[config.mk]
export PLATFORM = sky130hd
export DESIGN_NAME = cs_loader
export DESIGN_NICKNAME = d
export VERILOG_FILES = /design/src/rtl/cs_loader_pkg.sv /design/src/rtl/cs_gate.sv /design/src/rtl/cs_shadow_next.sv /design/src/rtl/cs_loader.sv
export SDC_FILE = /design/constraint.sdc
export NUM_CORES = 1
export LEC_CHECK = 0
export BUFFER_PORTS_ARGS = -buffer_cell sky130_fd_sc_hd__buf_4
export CORE_MARGIN = 3
export CORE_UTILIZATION = 46
export CTS_CLUSTER_SIZE = 10
export DETAILED_ROUTE_END_ITERATION = 8
export HOLD_SLACK_MARGIN = 0.06
export PLACE_DENSITY = 0.89
export SYNTH_ARGS = -nofsm -noshare
export SYNTH_HDL_FRONTEND = slang
export SYNTH_SLANG_ARGS = --single-unit
export TNS_END_PERCENT = 30
[constraint.sdc]
create_clock -name clk -period 1.9 [get_ports clk]
set_input_delay 0.19 -clock clk [delete_from_list [all_inputs] [get_ports clk]]
set_output_delay 0.19 -clock clk [all_outputs]
set_load 0.02 [all_outputs]
[src/rtl/cs_loader_pkg.sv]
package cs_loader_pkg;

    typedef enum logic [1:0] {
        FK_NONE = 2'd0,
        FK_GP   = 2'd1,
        FK_NP   = 2'd2
    } fault_e;

    typedef struct packed {
        logic [1:0] dpl;
        logic       rd;
        logic       wr;
        logic       exp_dn;
        logic       conf;
        logic       big;
    } cs_attr_t;

    // access byte bit positions
    localparam int AR_PRESENT = 7;
    localparam int AR_DPL_HI  = 6;
    localparam int AR_DPL_LO  = 5;
    localparam int AR_NONSYS  = 4;
    localparam int AR_CODE    = 3;
    localparam int AR_CONF    = 2;
    localparam int AR_READ    = 1;
    localparam int AR_ACC     = 0;

    localparam logic [3:0] AR_BYTE_OFS = 4'd5;

endpackage

[src/rtl/cs_gate.sv]
module cs_gate
    import cs_loader_pkg::*;
(
    input  logic        prot,
    input  logic [1:0]  cpl,
    input  logic [15:0] sel,
    input  logic        outside,
    input  logic [7:0]  ar,
    output fault_e      fault
);
    logic       is_code;
    logic       is_conf;
    logic [1:0] dpl;
    logic [1:0] rpl;
    logic       priv_bad;

    always_comb begin
        is_code  = ar[AR_NONSYS] & ar[AR_CODE];
        is_conf  = ar[AR_CONF];
        dpl      = ar[AR_DPL_HI:AR_DPL_LO];
        rpl      = sel[1:0];
        if (is_conf) begin
            priv_bad = (dpl > cpl);
        end else begin
            priv_bad = (rpl > cpl) || (dpl != cpl);
        end

        if (!prot) begin
            fault = FK_NONE;
        end else if (outside) begin
            fault = FK_GP;
        end else if (!is_code) begin
            fault = FK_GP;
        end else if (priv_bad) begin
            fault = FK_GP;
        end else if (!ar[AR_PRESENT]) begin
            fault = FK_NP;
        end else begin
            fault = FK_NONE;
        end
    end
endmodule

[src/rtl/cs_shadow_next.sv]
module cs_shadow_next
    import cs_loader_pkg::*;
#(
    parameter int BASE_W  = 32,
    parameter int LIMIT_W = 32
) (
    input  logic               prot,
    input  logic               v86,
    input  logic [1:0]         cpl,
    input  logic [15:0]        sel,
    input  logic [BASE_W-1:0]  desc_base,
    input  logic [LIMIT_W-1:0] desc_limit,
    input  logic [7:0]         ar,
    input  logic               big,
    input  logic [LIMIT_W-1:0] cur_limit,
    output logic [15:0]        nxt_sel,
    output logic [BASE_W-1:0]  nxt_base,
    output logic [LIMIT_W-1:0] nxt_limit,
    output cs_attr_t           nxt_attr
);
    localparam int PAD_W = BASE_W - 20;

    logic [BASE_W-1:0] shifted_base;

    generate
        if (PAD_W > 0) begin : g_pad
            assign shifted_base = {{PAD_W{1'b0}}, sel, 4'b0000};
        end else begin : g_nopad
            assign shifted_base = {sel, 4'b0000};
        end
    endgenerate

    always_comb begin
        if (prot) begin
            nxt_sel         = {sel[15:2], cpl};
            nxt_base        = desc_base;
            nxt_limit       = desc_limit;
            nxt_attr.dpl    = ar[AR_DPL_HI:AR_DPL_LO];
            nxt_attr.rd     = ar[AR_READ];
            nxt_attr.wr     = 1'b0;
            nxt_attr.exp_dn = 1'b0;
            nxt_attr.conf   = ar[AR_CONF];
            nxt_attr.big    = big;
        end else begin
            nxt_sel         = sel;
            nxt_base        = shifted_base;
            nxt_limit       = cur_limit;
            nxt_attr.dpl    = v86 ? 2'd3 : 2'd0;
            nxt_attr.rd     = 1'b1;
            nxt_attr.wr     = 1'b1;
            nxt_attr.exp_dn = 1'b0;
            nxt_attr.conf   = 1'b0;
            nxt_attr.big    = 1'b0;
        end
    end
endmodule

[src/rtl/cs_loader.sv]
module cs_loader
    import cs_loader_pkg::*;
#(
    parameter int ADDR_W  = 32,
    parameter int BASE_W  = 32,
    parameter int LIMIT_W = 32
) (
    input  logic               clk,
    input  logic               rst_n,
    input  logic               start,
    input  logic [15:0]        new_sel,
    input  logic               prot_en,
    input  logic               v86,
    input  logic [1:0]         cpl,
    input  logic               outside_tbl,
    input  logic [ADDR_W-1:0]  desc_addr,
    input  logic [BASE_W-1:0]  desc_base,
    input  logic [LIMIT_W-1:0] desc_limit,
    input  logic [7:0]         desc_ar,
    input  logic               desc_big,
    output logic               done,
    output logic [1:0]         fault_kind,
    output logic [15:0]        err_code,
    output logic [15:0]        cs_sel,
    output logic [BASE_W-1:0]  cs_base,
    output logic [LIMIT_W-1:0] cs_limit,
    output logic [1:0]         cs_dpl,
    output logic               cs_rd,
    output logic               cs_wr,
    output logic               cs_exp_dn,
    output logic               cs_conf,
    output logic               cs_big,
    output logic               ab_wr_en,
    output logic [ADDR_W-1:0]  ab_wr_addr,
    output logic [7:0]         ab_wr_data
);
    localparam logic [LIMIT_W-1:0] RST_LIMIT = LIMIT_W'(16'hFFFF);

    typedef struct packed {
        logic               done;
        fault_e             fault;
        logic [15:0]        err;
        logic [15:0]        sel;
        logic [BASE_W-1:0]  base;
        logic [LIMIT_W-1:0] limit;
        cs_attr_t           attr;
        logic               ab_en;
        logic [ADDR_W-1:0]  ab_addr;
        logic [7:0]         ab_data;
    } state_t;

    state_t st_d, st_q;

    logic               prot;
    fault_e             fault;
    logic [15:0]        nxt_sel;
    logic [BASE_W-1:0]  nxt_base;
    logic [LIMIT_W-1:0] nxt_limit;
    cs_attr_t           nxt_attr;

    assign prot = prot_en & ~v86;

    cs_gate i_gate (
        .prot    (prot),
        .cpl     (cpl),
        .sel     (new_sel),
        .outside (outside_tbl),
        .ar      (desc_ar),
        .fault   (fault)
    );

    cs_shadow_next #(
        .BASE_W  (BASE_W),
        .LIMIT_W (LIMIT_W)
    ) i_next (
        .prot       (prot),
        .v86        (v86),
        .cpl        (cpl),
        .sel        (new_sel),
        .desc_base  (desc_base),
        .desc_limit (desc_limit),
        .ar         (desc_ar),
        .big        (desc_big),
        .cur_limit  (st_q.limit),
        .nxt_sel    (nxt_sel),
        .nxt_base   (nxt_base),
        .nxt_limit  (nxt_limit),
        .nxt_attr   (nxt_attr)
    );

    always_comb begin
        st_d         = st_q;
        st_d.done    = 1'b0;
        st_d.fault   = FK_NONE;
        st_d.err     = '0;
        st_d.ab_en   = 1'b0;
        st_d.ab_addr = '0;
        st_d.ab_data = '0;
        if (start) begin
            st_d.done  = 1'b1;
            st_d.fault = fault;
            if (fault != FK_NONE) begin
                st_d.err = {new_sel[15:2], 2'b00};
            end else begin
                st_d.sel   = nxt_sel;
                st_d.base  = nxt_base;
                st_d.limit = nxt_limit;
                st_d.attr  = nxt_attr;
                if (prot && !desc_ar[AR_ACC]) begin
                    st_d.ab_en   = 1'b1;
                    st_d.ab_addr = desc_addr + ADDR_W'(AR_BYTE_OFS);
                    st_d.ab_data = desc_ar | 8'h01;
                end
            end
        end
    end

    always_ff @(posedge clk or negedge rst_n) begin
        if (!rst_n) begin
            st_q             <= '0;
            st_q.fault       <= FK_NONE;
            st_q.limit       <= RST_LIMIT;
            st_q.attr.rd     <= 1'b1;
            st_q.attr.wr     <= 1'b1;
        end else begin
            st_q <= st_d;
        end
    end

    assign done       = st_q.done;
    assign fault_kind = st_q.fault;
    assign err_code   = st_q.err;
    assign cs_sel     = st_q.sel;
    assign cs_base    = st_q.base;
    assign cs_limit   = st_q.limit;
    assign cs_dpl     = st_q.attr.dpl;
    assign cs_rd      = st_q.attr.rd;
    assign cs_wr      = st_q.attr.wr;
    assign cs_exp_dn  = st_q.attr.exp_dn;
    assign cs_conf    = st_q.attr.conf;
    assign cs_big     = st_q.attr.big;
    assign ab_wr_en   = st_q.ab_en;
    assign ab_wr_addr = st_q.ab_addr;
    assign ab_wr_data = st_q.ab_data;
endmodule

[Word level (Yosys, flattened, before mapping)]
Cells that the tools add are included.
Word-level totals
  output and inout bits: 147
  register bits: 147
  logic and storage cells: 44
  input port bits: 129
Cells by class
  reduce and logical (&&, ||, !) cells: 6
  bitwise logic cells: 4
  add/subtract/negate cells: 1
  mux-type cells: 15
  magnitude comparators: 2
  eq/ne operators: 1
Operator list (number)
  2-to-1 mux 147 bit: 1
  2-to-1 mux 128 bit: 1
  2-to-1 mux 32 bit: 2
  2-to-1 mux 41 bit: 1
  adder 32 x 3 -> 32 bit (second input constant): 1
  2-to-1 mux 16 bit: 1
  2-to-1 mux 2 bit: 7
  2-to-1 mux 7 bit: 1
  > comparator 2 bit: 2
  AND reduction 3 bit: 1
  AND 1 bit: 2
  inequality test 2 bit: 1
  inverter 1 bit: 2
  AND reduction 2 bit: 1
  nonzero test 2 bit: 1
  logical AND 1 bit: 1
  zero test 1 bit: 1
  logical OR 1 bit: 1
  2-to-1 mux 1 bit: 1

[Depth between registers and ports, before layout]
  depth in word-level cells: 10
  depth in mapped cells: 9
  depth with buffers taken out: 8

[Hierarchy]
From an unflattened synthesis, not the netlist that was laid out.
Second synthesis, totals
  cell total of the unflattened synthesis: 718
  area, all modules: 7014.2 µm²
By module, submodules not included
  cs_loader: instances 1, seq. area each 3626.0 µm², area an instance 5753.0 µm², cells an instance 603
  cs_shadow_next: instances 1, seq. area each 0.0 µm², area an instance 1133.6 µm², cells an instance 96
  cs_gate: instances 1, seq. area each 0.0 µm², area an instance 127.6 µm², cells an instance 19

[Worst setup path before layout]
Ideal clock, no wire load.
  path type: in2reg
  start: in cpl[1]
  end: reg st_q, in the netlist ab_wr_addr[31]
  arrival: 1.918 ns
  path slack: -0.097 ns
  setup time: 0.078 ns
  stages on the path: 9
  path buffers: 2
  required time: 1.822 ns
  path through: inv_1 -> ha_1 -> nor2b_1 -> o21ai_1 -> nand4_1 -> or4b_1 -> clkbuf_1 -> clkbuf_1 -> a21oi_1
RTL lines
  start, declared: RTL line cs_loader.sv:14  | input logic [1:0] cpl,
  end signal, assigned: RTL line cs_loader.sv:126  | st_q <= st_d;
  end, declared: RTL line cs_loader.sv:52  | state_t st_d, st_q;

[Worst setup path after layout]
  start: in desc_ar[2]
  end: reg st_q, in the netlist cs_base[6]
On the way
  longest elaborated chain between the ends: 8
Ends and longest elaborated chain
  start, declared: RTL line cs_loader.sv:19  | input logic [7:0] desc_ar,
  2-to-1 mux 1 bit: RTL line cs_gate.sv:22  | if (is_conf) begin
  2-to-1 mux 2 bit: RTL line cs_gate.sv:34  | end else if (priv_bad) begin
  2-to-1 mux 2 bit: RTL line cs_gate.sv:32  | end else if (!is_code) begin
  2-to-1 mux 2 bit: RTL line cs_gate.sv:30  | end else if (outside) begin
  2-to-1 mux 2 bit: RTL line cs_gate.sv:28  | if (!prot) begin
  nonzero test 2 bit: RTL line cs_loader.sv:102  | if (fault != FK_NONE) begin
  inverter 1 bit (no line)
  AND reduction 2 bit (no line)
No other way between the ends.
A chain may end at the register's enable or synchronous reset.

==> out/metrics.cfg <==
[routing]
top_layer = met4
dr.pass1.iters = 5
route.detailed.drc = 0
routedWlPerCell_um = 21.1
antenna_left = 0
drt_iter0_drc = 525
dr_total_vias = 5847
wl_met2_mm = 12.0
drt-met1-wl_mm = 8.28
routed_wl_mm = 23.3
wl_met3_mm = 1.76
routed_via_density = 5.30

[clock_network]
numClockSinks = 143
cts_tree = built
clockBufferDepth = 2
numCtsBuffers = 17
clk_latency_ps = 410
cts_root_buf = clkbuf_16
htree_levels = 4
path_clk_slew_ps = 70

[critical_path]
worst_path_most_repeated_cell = buf_4
worst_ep_arrival_time_ps = 2200
cp_data_required_time_ps = 2190
crit_path_end_kind = register
start_kind = primary input
path_class = primary input to register
slowest_stage = dlygate4sd3_1
crit_chain = dlygate4sd3_1 -> buf_4 -> a21oi_1 -> o21ai_2 -> buf_4 -> a41o_2 -> buf_12 -> buf_4 -> a31oi_1
crit_fanout = 22
slowest_delay_ps = 540

[timing]
tns_ps = -5.15
worst_slew_pin_slew_ps = 618
period_needed_ps = 1910
relSlewSlack_pct = 58.6
layout_setup_ws_ps = -5.15
hold_violations = 0
setup_viol = 1
slew_viol_final = 0
rsz0062_at_grt = yes
fin_crit_sh_pct = 100
finalClockSkew_ps = 0
fmax_ghz = 0.525

[yosys]
yosys.cell_types.count = 44
synth.top_cell.area_share_pct = 52.8
synth_top_family_by_area = simple AND/OR/NAND/NOR gates
avgSynthCellArea_um2 = 11.2
synth_area_leaders = dfrtp_1 (53%), mux2_2 (8.7%), dfstp_2 (8.0%)
ys_seq_area_share_pct = 60.8
synth-xor-area-share_pct = 3.69
synth-edff-count = 0
synthMuxAreaShare_pct = 8.74
netlist_instances = 529
synth_compound_area_share_pct = 6.19
yosys_warnings = 0
yosys.area_share.simple_pct = 15.4
synth_flop_cell = dfrtp_1
syn_area_um2 = 5930
async_flop_share_pct = 100
ys_seq_elements = 143
synth_fa_ha_area_share_pct = 1.06
yosysTopAreaCell = dfrtp_1

[floorplan]
io_pins = 276
die_x_um = 120
die_h_um = 120
initial_utilization_pct = 48.1
core_area_um2 = 12300
die_area_um2 = 14300
rows = 40

[global_route]
grt_overflow = 0
grt_pass1_wl_mm = 35.6
grt_max_degree = 53
grt_usage_pct = 32.5
grt_antenna_before_repair = 0
grt_pass1_vias = 6178

[flow_run]
max-cap-violations = 0

[layout]
fill_cells = 645
stdcell_count = 1103
num_antenna_cells = 0
nets = 1056
area_growth_pct = 67.9
seq_area_um2 = 3600
fin_area_um2 = 9950
multiInputGateArea_um2 = 2110
drive_gt1_share_pct = 44.4

[power]
p_per_area_nw_per_um2 = 824
peakVddDrop_mv = 0.600
leakage_nw = 4.94
power.total_mw = 8.20

[placed_design]
detailed_place_hpwl_mm = 13.8
dp_slack_ps = -198
place_congestion = 0.881
io_buffer_count = 272
placed_area_um2 = 8400
placedCellCount = 973

[outcome]
status = finished with violations
violations = negative setup slack

[worst_hold_path]
hold_path_class = primary input to register

[synth_stat cells, types with 8 or more instances]
master and number:
dfrtp_1 125, mux2_2 46, xnor2_1 12, o21ai_0 22, xor2_1 13, a31oi_1 15
inv_1 28, and2_1 24, dfstp_2 18, a21oi_1 19, nand4_1 8, nor2_1 60
nand3_1 29, nand2_1 37, clkbuf_1 13
[cell usage in the layout (no fill, tap or decap), drive strengths merged, types with 2 or more instances in the layout]
cell type	instances
a21oi	20
a31oi	15
and2	24
and3	4
buf	304
clkbuf	22
clkinv	6
clkinvlp	3
conb	3
dfrtp	125
dfstp	18
dlygate4sd3	98
ha	5
inv	29
mux2	46
nand2	37
nand2b	2
nand3	29
nand4	9
nor2	60
nor2b	3
nor3	2
nor4	5
o21ai	23
or2	4
or3	3
xnor2	12
xor2	13
[per-stage QoR]
step / utilization [%] / hold WS (ps)
final: 80.8 / 77.3
after global routing: 80.8 / 79.8
after CTS: 80.7 / 61.3
after detailed placement: 68.2 / 150
after global placement: 68.2 / 156
after floorplan: - / -106
[metal layers]
layer | vias to the layer above | global-route usage [%]
met5 | - | 0
met4 | 0 | 17.3
met3 | 94 | 8.44
met2 | 344 | 57.1
met1 | 2860 | 36.1
li1 | 2549 | -
[flip-flops by register name (all words and copies together), names as in the netlist]
name        flops
cs_wr           1
done            1
cs_rd           1
cs_big          1
fault_kind      2
ab_wr_addr     32
cs_conf         1
cs_dpl          2
err_code       14
ab_wr_data      8
cs_base        32
cs_sel         16
cs_limit       32
[timing repair]
action	in CTS	in global routing
hold buffers	98	0
setup endpoints to repair	0	21
hold endpoints to repair	161	0
gates resized for setup	0	6
setup buffers	0	0
[cell families after synthesis]
kind of cell,after synthesis
other cells,1
flops,143
compound gates,64
buf+inv,59
simple gates,186
mux,46
fa+ha+maj,5
xor+xnor,25
[power by group]
group	internal [mW]	total [mW]	leakage, nW	switching, mW
Combinational	0.788	1.61	2.84	0.826
Clock	1.87	3.19	0.266	1.32
Sequential	3.26	3.40	1.83	0.132
[path summary, 6_finish.rpt]
| check | startpoint | end | slack, ps | depth (start not counted) |
|---|---|---|---|---|
| max in group asynchronous | rst_n | cs_rd | 900 | 3 |
| hold / removal | desc_addr[9] | ab_wr_addr[9] | 80 | 3 |
| setup reg to reg | cs_base[22] | cs_base[22] | 1010 | 2 |
| min in group asynchronous | rst_n | cs_limit[21] | 270 | 2 |
| hold reg to reg | cs_sel[3] | cs_sel[3] | 510 | 1 |
| setup / recovery | desc_ar[2] | cs_base[6] | -5 | 9 |
[cell type report]
type                       count  share of cell area, %
clock inverter                10                  0.905
inverter                      29                   1.09
multi-input combinational    329                   21.2
timing repair buffer         402                   33.8
tap                          168                   2.11
clock buffer                  22                   4.66
sequential                   143                   36.2
[worst max-delay path, delay by kind of cell]
kind | cells | cell delay, ps
AOI/OAI and AO/OA | 4 | 830
buffers and inverters | 5 | 1160
Note: power is estimated with default switching activity, not from simulation.
